## src/rtl/pwr_mode_seq.sv

```systemverilog
module pwr_mode_seq #(
  parameter int RST_CYCLES = 4
) (
  input  logic       clk,
  input  logic       rst_n,
  input  logic       lp_run_req,
  input  logic       deep_sel,
  input  logic [1:0] stop_lvl,
  input  logic       ret_sel,
  input  logic       wake_sel,
  input  logic       clk_low,
  input  logic       wfi,
  input  logic       wake,
  input  logic       msi_rdy,
  input  logic       hsi_rdy,
  input  logic       flag_clr,
  output logic [3:0] mode_o,
  output logic       cpu_clk_en,
  output logic       main_reg_on,
  output logic       lp_reg_on,
  output logic [3:0] hf_clk_en,
  output logic       sram1_on,
  output logic       sram2_on,
  output logic       regs_keep,
  output logic       core_pwr_en,
  output logic       core_rst,
  output logic       sysclk_sel,
  output logic       stby_flag,
  output logic       err_flag
);
  localparam int CW = $clog2(RST_CYCLES + 1);

  typedef enum logic [3:0] {
    S_RUN = 4'd0, S_LPRUN = 4'd1, S_SLEEP = 4'd2, S_LPSLEEP = 4'd3,
    S_STOP0 = 4'd4, S_STOP1 = 4'd5, S_STOP2 = 4'd6, S_STBY = 4'd7,
    S_WAKE = 4'd8, S_CRST = 4'd9
  } st_t;

  st_t          st, nx;
  logic         ret_q, sel_q;
  logic [CW-1:0] cnt;
  logic         deep_target_ok;
  st_t          deep_target;
  logic         bad_req;
  logic         enter_stby;
  logic         sel_rdy;

  assign deep_target = st_t'({2'b01, stop_lvl});
  assign deep_target_ok = wfi && deep_sel;
  assign bad_req = (st == S_RUN) && !wfi && lp_run_req && !clk_low;
  assign enter_stby = (st == S_RUN || st == S_LPRUN) && deep_target_ok && (stop_lvl == 2'd3);
  assign sel_rdy = sel_q ? hsi_rdy : msi_rdy;

  always_comb begin
    nx = st;
    case (st)
      S_RUN: begin
        if (wfi) nx = deep_sel ? deep_target : S_SLEEP;
        else if (lp_run_req && clk_low) nx = S_LPRUN;
      end
      S_LPRUN: begin
        if (wfi) nx = deep_sel ? deep_target : S_LPSLEEP;
        else if (!lp_run_req) nx = S_RUN;
      end
      S_SLEEP:   if (wake) nx = S_RUN;
      S_LPSLEEP: if (wake) nx = S_LPRUN;
      S_STOP0, S_STOP1, S_STOP2: if (wake) nx = S_WAKE;
      S_STBY:    if (wake) nx = S_CRST;
      S_WAKE:    if (sel_rdy) nx = S_RUN;
      S_CRST:    if (cnt == CW'(RST_CYCLES - 1)) nx = S_RUN;
      default:   nx = S_RUN;
    endcase
  end

  always_ff @(posedge clk or negedge rst_n) begin
    if (!rst_n) begin
      st <= S_RUN;
      ret_q <= 1'b0;
      sel_q <= 1'b0;
      cnt <= '0;
      stby_flag <= 1'b0;
      err_flag <= 1'b0;
    end else begin
      st <= nx;
      if ((st == S_RUN || st == S_LPRUN) && deep_target_ok) begin
        ret_q <= ret_sel;
        if (stop_lvl != 2'd3) sel_q <= wake_sel;
      end
      if (st == S_STBY) sel_q <= 1'b0;
      if (st == S_CRST) cnt <= cnt + CW'(1);
      else cnt <= '0;
      if (enter_stby) stby_flag <= 1'b1;
      else if (flag_clr) stby_flag <= 1'b0;
      if (bad_req) err_flag <= 1'b1;
      else if (flag_clr) err_flag <= 1'b0;
    end
  end

  logic in_stop, lp_mode;
  assign in_stop = (st == S_STOP0) || (st == S_STOP1) || (st == S_STOP2);
  assign lp_mode = (st == S_LPRUN) || (st == S_LPSLEEP) || (st == S_STOP1) || (st == S_STOP2);

  assign mode_o      = st;
  assign cpu_clk_en  = (st == S_RUN) || (st == S_LPRUN);
  assign lp_reg_on   = lp_mode || ((st == S_STBY) && ret_q);
  assign main_reg_on = !lp_mode && (st != S_STBY);
  assign hf_clk_en   = (in_stop || st == S_STBY) ? 4'b0000 :
                       (st == S_WAKE) ? (sel_q ? 4'b0100 : 4'b0010) : 4'b1111;
  assign sram1_on    = (st != S_STBY);
  assign sram2_on    = (st != S_STBY) || ret_q;
  assign regs_keep   = (st != S_STOP2) && (st != S_STBY);
  assign core_pwr_en = (st != S_STBY);
  assign core_rst    = (st == S_CRST);
  assign sysclk_sel  = sel_q;

  assert_lprun_clk_R2: assert property (@(posedge clk) disable iff (!rst_n)
    (st == S_LPRUN && $past(st) == S_RUN) |-> $past(clk_low));
  assert_lpsleep_origin_R4: assert property (@(posedge clk) disable iff (!rst_n)
    (st == S_LPSLEEP && $past(st) != S_LPSLEEP) |-> $past(st) == S_LPRUN);
  assert_wake_ready_R6: assert property (@(posedge clk) disable iff (!rst_n)
    (st == S_RUN && $past(st) == S_WAKE) |-> $past(sel_q ? hsi_rdy : msi_rdy));
  assert_err_cause_R3: assert property (@(posedge clk) disable iff (!rst_n)
    $rose(err_flag) |-> $past(lp_run_req && !clk_low && st == S_RUN));
  assert_stby_flag_R7: assert property (@(posedge clk) disable iff (!rst_n)
    $rose(stby_flag) |-> st == S_STBY);
  assert_sel_stable_R6: assert property (@(posedge clk) disable iff (!rst_n)
    (st == S_WAKE && $past(st) == S_WAKE) |-> $stable(sysclk_sel));
endmodule

```

## config.mk

```make
export PLATFORM = sky130hd
export DESIGN_NAME = pwr_mode_seq
export DESIGN_NICKNAME = d
export VERILOG_FILES = /design/src/rtl/pwr_mode_seq.sv
export SDC_FILE = /design/constraint.sdc
export NUM_CORES = 1
export LEC_CHECK = 0
export BUFFER_PORTS_ARGS = -buffer_cell sky130_fd_sc_hd__buf_2
export CAP_MARGIN = 0
export CORE_UTILIZATION = 40
export CTS_BUF_LIST = sky130_fd_sc_hd__clkbuf_8
export CTS_CLUSTER_SIZE = 24
export DETAILED_ROUTE_END_ITERATION = 8
export HOLD_SLACK_MARGIN = 0.03
export PLACE_DENSITY = 0.7
export SKIP_LAST_GASP = 1
export SYNTH_ARGS = -nofsm -noshare
export SYNTH_HDL_FRONTEND = slang
export SYNTH_SLANG_ARGS = --single-unit
```

## constraint.sdc

```tcl
create_clock -name clk -period 1.85 [get_ports clk]
set_clock_uncertainty 0.05 [all_clocks]
set_input_delay 0.2775 -clock clk [delete_from_list [all_inputs] [get_ports clk]]
set_output_delay 0.2775 -clock clk [all_outputs]
set_load 0.005 [all_outputs]
```

==> results_dict.tcl <==
set metrics [dict create \
    routed_wl_mm 1.691 \
    die_h_um 44.04 \
    crit_required_ns 1.52 \
    clk_latency_ns 0.24 \
    vias 712 \
    powerDensity_mw_per_mm2 1481 \
    grt-ovfl-total 0 \
    num-fill-cells 151 \
    cts_made_buffers 3 \
    ys_ff_latch 11 \
    rows 14 \
    drt-initial-drc-count 25 \
    place.gp.congestion 0.8210 \
    antenna_left 0 \
    die_x_um 44.04 \
    tightest_slew_ns 0.3619 \
    synth-seq-area-share_pct 38.94 \
    yosys.area.top_type_share_pct 38.94 \
    hp-class "primary input to flip-flop" \
    yosys_warnings 0 \
    slew_violations 0 \
    diodes 0 \
    path_max_fanout 10 \
    first_pass_iters 6 \
    wl_per_cell_um 13.31 \
    final_layout_size_suffix_gt1_share_pct 41.44 \
    clkTransAtPathRegs_ns 0.05 \
    grtUsageTotal_pct 21.22 \
    cts_buffer_depth 2 \
    synthArstFlopShare_pct 100.0 \
    final_common_cell "buf_2" \
    power_leakage_nw 0.4710 \
    critPathKind "flip-flop to output port" \
    slew_headroom_pct 75.83 \
    synth_cells 78 \
    io_pins 33 \
    fin_crit_ns 1.771 \
    layout_common_cells "buf_2 (32), inv_1 (9), nor2_1 (8), dfrtp_1 (8), nand2_1 (7)" \
    drc 0 \
    timing.fmax_mhz 564.6 \
    synth_edf_count 0 \
    dp_worst_setup_slack_ns 0.2539 \
    hold_viol_final 0 \
    first_global_vias 689 \
    syn_avg_cell_area_um2 9.063 \
    start_util_pct 44.84 \
    antenna_found_initial 0 \
    core_area_mm2 0.001577 \
    cp-start-kind "flip-flop" \
    fin_nets 128 \
    grt_pass1_wl_mm 2.884 \
    fp.dieArea_mm2 0.001940 \
    synth_fp_nets 94 \
    fin_ws_ns 0.07895 \
    synth_ff_type "dfrtp_1" \
    ys_types 33 \
    cts_sinks 11 \
    drv_cap 0 \
    cp-end-kind "output port" \
    place_inst 122 \
    rsz0062_at_grt "yes" \
    via_per_inst 5.606 \
    status "complete, no violations" \
    cts_htree_levels 1 \
    synth.largest_area_cell "dfrtp_1" \
    cts_tree "built" \
    critical_path_arrival_ns 1.44 \
    syn-cell-area_um2 706.9 \
    root_buffer "clkbuf_8" \
    numPortBuffers 32 \
    grt_max_degree 15 \
    fin_crit_sh_pct 95.73 \
    area_delta_synth_final_pct 29.20 \
    ir_worst_vdd_mv 0.7166 \
    synth.area.top_cells "dfrtp_1 (39%), inv_1 (4.2%), nor2_1 (4.2%), nand2_1 (3.7%), ha_1 (3.5%)" \
    hpwl_mm 1.314 \
    setup-violations-final 0 \
    stdcell_count 127 \
]
-- logic make-up after synthesis --
| logic type | share of synthesized area (%) |
|---|---|
| AOI/OAI and AO/OA | 16.46 |
| adders and majority gates | 3.539 |
| buffers and inverters | 10.62 |
| DFF | 38.94 |
| muxes | 6.018 |
| and+or+nand+nor | 24.43 |
-- final timing paths --
path | end | from | slack [ns] | cells past startpoint
setup reg to reg | mode_o[0] | cnt[0] | 0.28 | 6
min in group asynchronous | stby_flag | rst_n | 0.38 | 2
hold reg to reg | cnt[0] | cnt[0] | 0.41 | 1
max in group asynchronous | mode_o[2] | rst_n | 1.15 | 2
setup / recovery | core_rst | mode_o[2] | 0.08 | 5
hold / removal | err_flag | flag_clr | 0.19 | 2
-- layer usage --
metal	share of wire (%)	track usage, %	wire length, um	vias up
met5	0	0	0	-
met4	2.9	15.15	49	0
met3	6.0	4.898	101	4
met2	49	35.59	823	33
met1	42	23.48	716	338
li1	-	-	-	337
-- power by group --
group / switching [mW] / leakage, nW / total, mW / internal [mW]
registers: 0.152 / 0.141 / 0.472 / 0.320
logic: 0.301 / 0.303 / 0.641 / 0.341
clock network: 0.0939 / 0.0269 / 0.240 / 0.146
total: 0.546 / 0.471 / 1.35 / 0.807
-- synthesized netlist by cell type (3+ instances only) --
| library cell | n |
|---|---|
| a21oi_1 | 3 |
| buf_4 | 3 |
| o21ai_0 | 5 |
| nor2_1 | 8 |
| dfrtp_1 | 11 |
| inv_1 | 8 |
| nand2_1 | 7 |
-- registers in the layout, indices dropped and copies added, names as in the netlist --
signal      cells
cnt             3
err_flag        1
mode_o          4
ret_q           1
stby_flag       1
sysclk_sel      1
-- stage by stage --
step                power, mW  instance area [um2]  hold WS [ns]  util, %  setup TNS [ns]
finish                  1.353                913.4        0.1923    57.94               0
global route            1.462                913.4        0.2106    57.94        -0.04222
CTS                     1.355                909.6        0.1925    57.70       -0.007539
detailed placement      1.101                849.6        0.1137    53.89               0
global placement        1.082                849.6        0.1089    53.89               0
floorplan              0.8981                706.9      -0.06809        -               0
-- final cells by class --
type / instances / area, um2 / area share [%]
Clock buffer: 3 / 41.29 / 4.521
Clock inverter: 1 / 3.754 / 0.4110
Inverter: 8 / 30.03 / 3.288
Multi-Input combinational cell: 54 / 361.6 / 39.59
Sequential cell: 11 / 279.0 / 30.55
Tap cell: 16 / 20.02 / 2.192
Timing Repair Buffer: 34 / 177.7 / 19.45
-- timing repair --
item                                    CTS  global route
setup buffers                             0             0
resized for setup                         1             3
hold buffers                              1             0
endpoints found under the hold margin    11             0
endpoints found under the setup margin    2             6
-- critical path, stage by stage (launching register included) --
cell and delay (ns):
dfrtp_2 0.47, or2b_1 0.27, nor2_1 0.17, nand2_1 0.12, inv_1 0.06, buf_2 0.10
Note: power is estimated with default switching activity, not from simulation.
